<file path="src/rtl/smb_sel_pkg.sv">
package smb_sel_pkg;
  typedef enum logic [1:0] {
    REG_SEM = 2'd0,
    REG_IDX = 2'd1,
    REG_DAT = 2'd2,
    REG_RSV = 2'd3
  } reg_addr_e;

  localparam int unsigned SEM_BUSY_BIT = 0;
  localparam int unsigned SEM_REQ_BIT  = 4;
  localparam int unsigned SEM_REL_BIT  = 5;
  localparam int unsigned FIELD_W      = 2;
endpackage

</file>
<file path="src/rtl/smb_sem.sv">
module smb_sem #(
  parameter int unsigned AGENT_W = 2
) (
  input  logic               clk_i,
  input  logic               rst_ni,
  input  logic               wr_i,
  input  logic [7:0]         wdata_i,
  input  logic [AGENT_W-1:0] agent_i,
  output logic               held_o,
  output logic [AGENT_W-1:0] owner_o
);
  import smb_sel_pkg::*;

  logic               held_q;
  logic [AGENT_W-1:0] owner_q;

  always_ff @(posedge clk_i or negedge rst_ni) begin
    if (!rst_ni) begin
      held_q  <= 1'b0;
      owner_q <= '0;
    end else if (wr_i) begin
      // a release bit in the write suppresses any request in the same write
      if (wdata_i[SEM_REL_BIT]) begin
        if (held_q && owner_q == agent_i) held_q <= 1'b0;
      end else if (wdata_i[SEM_REQ_BIT] && !held_q) begin
        held_q  <= 1'b1;
        owner_q <= agent_i;
      end
    end
  end

  assign held_o  = held_q;
  assign owner_o = owner_q;
endmodule

</file>
<file path="src/rtl/smb_cfg.sv">
module smb_cfg #(
  parameter logic [7:0] IDX_MODE  = 8'h10,
  parameter logic [7:0] IDX_SEL_A = 8'h11,
  parameter logic [7:0] IDX_SEL_B = 8'h12,
  parameter bit         FIELD_HI  = 1'b0,
  parameter logic [7:0] SEL_RST   = 8'h00
) (
  input  logic       clk_i,
  input  logic       rst_ni,
  input  logic       wr_idx_i,
  input  logic       wr_dat_i,
  input  logic [7:0] wdata_i,
  output logic [7:0] index_o,
  output logic [7:0] dat_o,
  output logic [smb_sel_pkg::FIELD_W-1:0] port_sel_o
);
  import smb_sel_pkg::*;

  localparam int unsigned FIELD_LSB = FIELD_HI ? 3 : 1;
  localparam logic [7:0]  FIELD_MSK = 8'(2'b11) << FIELD_LSB;

  logic [7:0] index_q, mode_q, sel_a_q, sel_b_q, active;

  always_ff @(posedge clk_i or negedge rst_ni) begin
    if (!rst_ni) begin
      index_q <= '0;
      mode_q  <= '0;
      sel_a_q <= SEL_RST;
      sel_b_q <= SEL_RST;
    end else begin
      if (wr_idx_i) index_q <= wdata_i;
      if (wr_dat_i) begin
        if (index_q == IDX_MODE)  mode_q  <= wdata_i;
        if (index_q == IDX_SEL_A) sel_a_q <= (sel_a_q & ~FIELD_MSK) | (wdata_i & FIELD_MSK);
        if (index_q == IDX_SEL_B) sel_b_q <= (sel_b_q & ~FIELD_MSK) | (wdata_i & FIELD_MSK);
      end
    end
  end

  always_comb begin
    dat_o = '0;
    if (index_q == IDX_MODE)  dat_o = mode_q;
    if (index_q == IDX_SEL_A) dat_o = sel_a_q;
    if (index_q == IDX_SEL_B) dat_o = sel_b_q;
  end

  assign active  = mode_q[0] ? sel_b_q : sel_a_q;
  assign index_o = index_q;

  generate
    if (FIELD_HI) begin : g_field_hi
      assign port_sel_o = active[4:3];
    end else begin : g_field_lo
      assign port_sel_o = active[2:1];
    end
  endgenerate
endmodule

</file>
<file path="src/rtl/smb_route.sv">
module smb_route #(
  parameter int unsigned N_PORTS = 4,
  localparam int unsigned SEL_W  = $clog2(N_PORTS)
) (
  input  logic [SEL_W-1:0]   sel_i,
  input  logic               eng_scl_oe_i,
  input  logic               eng_sda_oe_i,
  output logic               eng_scl_o,
  output logic               eng_sda_o,
  input  logic [N_PORTS-1:0] port_scl_i,
  input  logic [N_PORTS-1:0] port_sda_i,
  output logic [N_PORTS-1:0] port_scl_oe_o,
  output logic [N_PORTS-1:0] port_sda_oe_o
);
  generate
    for (genvar p = 0; p < N_PORTS; p++) begin : g_port
      logic hit;
      assign hit              = (sel_i == SEL_W'(p));
      assign port_scl_oe_o[p] = hit & eng_scl_oe_i;
      assign port_sda_oe_o[p] = hit & eng_sda_oe_i;
    end
  endgenerate

  assign eng_scl_o = port_scl_i[sel_i];
  assign eng_sda_o = port_sda_i[sel_i];
endmodule

</file>
<file path="src/rtl/smb_port_share.sv">
module smb_port_share #(
  parameter int unsigned N_AGENTS  = 4,
  parameter logic [7:0]  IDX_MODE  = 8'h10,
  parameter logic [7:0]  IDX_SEL_A = 8'h11,
  parameter logic [7:0]  IDX_SEL_B = 8'h12,
  parameter bit          FIELD_HI  = 1'b0,
  parameter logic [7:0]  SEL_RST   = 8'h00,
  localparam int unsigned AGENT_W  = (N_AGENTS > 1) ? $clog2(N_AGENTS) : 1,
  localparam int unsigned N_PORTS  = 1 << smb_sel_pkg::FIELD_W
) (
  input  logic               clk_i,
  input  logic               rst_ni,
  input  logic               bus_valid_i,
  input  logic               bus_we_i,
  input  logic [1:0]         bus_addr_i,
  input  logic [7:0]         bus_wdata_i,
  input  logic [AGENT_W-1:0] bus_agent_i,
  output logic [7:0]         bus_rdata_o,
  input  logic               eng_scl_oe_i,
  input  logic               eng_sda_oe_i,
  output logic               eng_scl_o,
  output logic               eng_sda_o,
  input  logic [N_PORTS-1:0] port_scl_i,
  input  logic [N_PORTS-1:0] port_sda_i,
  output logic [N_PORTS-1:0] port_scl_oe_o,
  output logic [N_PORTS-1:0] port_sda_oe_o
);
  import smb_sel_pkg::*;

  logic               wr, rd;
  logic               sem_held;
  logic [AGENT_W-1:0] sem_owner;
  logic [7:0]         cfg_index, cfg_dat;
  logic [FIELD_W-1:0] port_sel;

  assign wr = bus_valid_i & bus_we_i;
  assign rd = bus_valid_i & ~bus_we_i;

  smb_sem #(.AGENT_W(AGENT_W)) u_sem (
    .clk_i   (clk_i),
    .rst_ni  (rst_ni),
    .wr_i    (wr && bus_addr_i == REG_SEM),
    .wdata_i (bus_wdata_i),
    .agent_i (bus_agent_i),
    .held_o  (sem_held),
    .owner_o (sem_owner)
  );

  smb_cfg #(
    .IDX_MODE (IDX_MODE),
    .IDX_SEL_A(IDX_SEL_A),
    .IDX_SEL_B(IDX_SEL_B),
    .FIELD_HI (FIELD_HI),
    .SEL_RST  (SEL_RST)
  ) u_cfg (
    .clk_i     (clk_i),
    .rst_ni    (rst_ni),
    .wr_idx_i  (wr && bus_addr_i == REG_IDX),
    .wr_dat_i  (wr && bus_addr_i == REG_DAT),
    .wdata_i   (bus_wdata_i),
    .index_o   (cfg_index),
    .dat_o     (cfg_dat),
    .port_sel_o(port_sel)
  );

  smb_route #(.N_PORTS(N_PORTS)) u_route (
    .sel_i        (port_sel),
    .eng_scl_oe_i (eng_scl_oe_i),
    .eng_sda_oe_i (eng_sda_oe_i),
    .eng_scl_o    (eng_scl_o),
    .eng_sda_o    (eng_sda_o),
    .port_scl_i   (port_scl_i),
    .port_sda_i   (port_sda_i),
    .port_scl_oe_o(port_scl_oe_o),
    .port_sda_oe_o(port_sda_oe_o)
  );

  always_comb begin
    bus_rdata_o = '0;
    if (rd) begin
      unique case (bus_addr_i)
        REG_SEM: begin
          bus_rdata_o[SEM_BUSY_BIT] = sem_held;
          bus_rdata_o[SEM_REQ_BIT]  = sem_held && (sem_owner == bus_agent_i);
        end
        REG_IDX: bus_rdata_o = cfg_index;
        REG_DAT: bus_rdata_o = cfg_dat;
        default: bus_rdata_o = '0;
      endcase
    end
  end
endmodule

</file>
<file path="config.mk">
export PLATFORM = sky130hd
export DESIGN_NAME = smb_port_share
export DESIGN_NICKNAME = d
export VERILOG_FILES = /design/src/rtl/smb_sel_pkg.sv /design/src/rtl/smb_sem.sv /design/src/rtl/smb_cfg.sv /design/src/rtl/smb_route.sv /design/src/rtl/smb_port_share.sv
export SDC_FILE = /design/constraint.sdc
export NUM_CORES = 1
export LEC_CHECK = 0
export BUFFER_PORTS_ARGS = -buffer_cell sky130_fd_sc_hd__buf_2
export CELL_PAD_IN_SITES_DETAIL_PLACEMENT = 2
export CELL_PAD_IN_SITES_GLOBAL_PLACEMENT = 2
export CORE_MARGIN = 2
export CORE_UTILIZATION = 34
export CTS_CLUSTER_DIAMETER = 200
export DETAILED_ROUTE_END_ITERATION = 8
export HOLD_SLACK_MARGIN = 0.1
export PLACE_DENSITY_LB_ADDON = 0.1
export SLEW_MARGIN = 20
export SYNTH_ARGS = -nofsm -noshare
export SYNTH_HDL_FRONTEND = slang
export SYNTH_SLANG_ARGS = --single-unit
export TNS_END_PERCENT = 30
</file>
<file path="constraint.sdc">
create_clock -name clk_i -period 4.45 [get_ports clk_i]
set_input_delay 0.445 -clock clk_i [delete_from_list [all_inputs] [get_ports clk_i]]
set_output_delay 0.445 -clock clk_i [all_outputs]
set_load 0.05 [all_outputs]
</file>
==> results.ini <==
[global_route]
grt_max_degree = 24
grt_overflow_total = 0
grt_pass1_vias = 1215
grt_usage_pct = 18.0
antenna_found_initial = 0
grt_pass1_wl_mm = 6.11

[finish]
syn_to_final_growth_pct = 22.2
fin_nets = 191
finalCoreUtilization_pct = 42.7
diodes = 0
drive_gt1_share_pct = 46.3
finalInstanceArea_sq_um = 1680

[pwr]
netSwitchingFraction_pct = 31.5
p_leak_uw = 0.000827
clkPwrFrac_pct = 27.0
seqPwrFrac_pct = 52.4
power.internal_uw = 343
p_sw_uw = 158
power_density_nw_per_um2 = 298
p_comb_share_pct = 20.6
irDropWorstVdd_v = 0.000133

[synth]
ys_async_sr_fraction_pct = 100
syn_nets = 148
yosysTopAreaCell = dfrtp_1
synth_edf_count = 0
seq_area_frac_synth_pct = 41.8
syn-instance-count = 118
yosys-top-cells-count = dfrtp_1, mux2_2, nor2_1
synthDistinctLibCells = 26
ys_warn_count = 0
synth_ff_type = dfrtp_1
syn_area_per_cell_sq_um = 11.7
syn_area_sq_um = 1380
synthTopCellsByArea = dfrtp_1, mux2_2, mux2i_1
ys_ff_latch = 23
synth_top_area_share_pct = 41.8

[timing]
finalCriticalPeriod_ns = 2.44
min_period_over_period_pct = 54.9
timing_max_transition_violations_final = 0
setup_tns_ns = 0
worst_pin_slew_ns = 0.603
hold_violations = 0
relSlewSlack_pct = 58.7
fin_skew_ns = 0.00876
setup_viol = 0
fmax_mhz = 410
grt_setup_unrepaired = false

[die]
die_x_microns = 67.6
fp-row-count = 23
io_pins = 44
dieArea_sq_um = 4570
fp.dieH_microns = 67.6
start_util_pct = 34.9
coreArea_sq_um = 3940

[clock_tree]
cts_made_buffers = 3
postCtsHoldBufs = 0
cts_resized = 0
clkTransAtPathRegs_ns = 0.09
clock_latency_ns = 0.27
htreeDepth = 1
tritoncts = yes
cts_buffer_depth = 2
cts.sinks = 23
postCtsSetupBuffers = 0
root_buffer = clkbuf_8

[detailed_routing]
route.detailed.drc = 0
dr.pass1.iters = 4
vias = 1095
route.detailed.wl_per_inst_microns = 17.5
routed_wirelength_mm = 3.67
routed_via_density = 5.21
postRouteAntennaNets = 0
drtIter0Drc = 11

[placement]
gp_congestion = 0.737
dp_hpwl_mm = 3.01
placed_cell_area_sq_um = 1630
io_buffers = 43

[setup_path]
worstSetupPathType = in2out
cp.arrival_ns = 2.00
start_kind = input pin
reg2reg_depth = 3
worstPathMaxFanout = 7
required_ns = 4.01
critPathCaptureType = output pin

[run_status]
status = completed

[flow_run]
drv_cap = 0

[worst_hold_path]
hold_class = in2async

registers in the layout (all words and copies together) (netlist names):
register	count
u_sem.owner_o	2
u_sem.held_o	1
u_cfg.sel_a_q	2
u_cfg.index_o	8
u_cfg.mode_q	8
u_cfg.sel_b_q	2
metal layers:
metal	GRT usage, %	share of wire (%)	up-vias	wire length, microns
li1	-	-	522	-
met1	21.6	42	529	1530
met3	3.83	5.5	2	201
met4	3.57	0.57	0	21
met5	0	0	-	0
met2	32.7	52	42	1920
power by group through the flow:
stage / logic, uW / registers, uW / clock network, uW
finish: 103 / 262 / 135
global route: 114 / 268 / 150
CTS: 106 / 264 / 138
detailed placement: 105 / 268 / 0
global placement: 99.5 / 266 / 0
floorplan: 79.1 / 254 / 0
critical path: stages:
cell and delay (ns):
buf_2 0.11, inv_1 0.06, ha_1 0.26, and3b_1 0.31
and2_0 0.36, a32o_1 0.18, buf_2 0.26
logic make-up after synthesis:
family | count (synthesis) | share of synthesized area [%]
AND/OR/NAND/NOR | 35 | 16.5
AO/OA/AOI/OAI | 13 | 8.36
multiplexers | 33 | 26.1
flip-flops | 23 | 41.8
XOR/XNOR | 2 | 1.27
adder cells (fa/ha/maj) | 4 | 3.64
buffers and inverters | 8 | 2.36
layout make-up:
class / count / area [sq um]
clock buffers: 3 / 41.3
clock inverters: 1 / 7.51
fillers: 427 / 2260
inverters: 3 / 11.3
multi-input cells: 87 / 768
flip-flops and latches: 23 / 576
well taps: 50 / 62.6
repair buffers: 43 / 215
worst paths after layout:
kind                                               from                           end  slack, ns
setup / recovery                          bus_addr_i[1]                bus_rdata_o[5]       2.01
setup reg to reg           u_cfg.index_o[6]$_DFFE_PN0P_   u_cfg.mode_q[3]$_DFFE_PN0P_       2.81
hold / removal                                   rst_ni  u_cfg.sel_a_q[1]$_DFFE_PN0P_       0.14
max in group asynchronous                        rst_ni  u_cfg.index_o[5]$_DFFE_PN0P_       3.96
min in group clk_i                       bus_wdata_i[5]      u_sem.held_o$_DFFE_PN0P_       0.40
hold reg to reg             u_cfg.mode_q[2]$_DFFE_PN0P_   u_cfg.mode_q[2]$_DFFE_PN0P_       0.52
metrics by stage:
| stage | cells | power [uW] | worst slack, ns | hold slack [ns] |
|---|---|---|---|---|
| 4_1_cts | 210 | 507 | 1.98 | 0.151 |
| 6_report | 210 | 501 | 2.01 | 0.136 |
| 2_1_floorplan | 118 | 333 | 2.11 | 0.149 |
| 3_5_place_dp | 206 | 373 | 2.01 | 0.453 |
| 3_3_place_gp | 206 | 365 | 2.09 | 0.442 |
| 5_1_grt | 210 | 532 | 1.86 | 0.155 |
cell usage in the layout (no fill, tap or decap), drive strengths merged, types with 2 or more instances in the layout:
cell	instances
inv	3
nand2	4
and2	3
nor2	11
ha	4
o2bb2ai	4
nor2b	2
nand4	7
buf	43
mux2i	10
nand2b	2
a32o	6
dfrtp	23
nor3b	2
xnor2	2
clkbuf	3
a31oi	2
mux2	23
(Power assumes the default switching activity.)
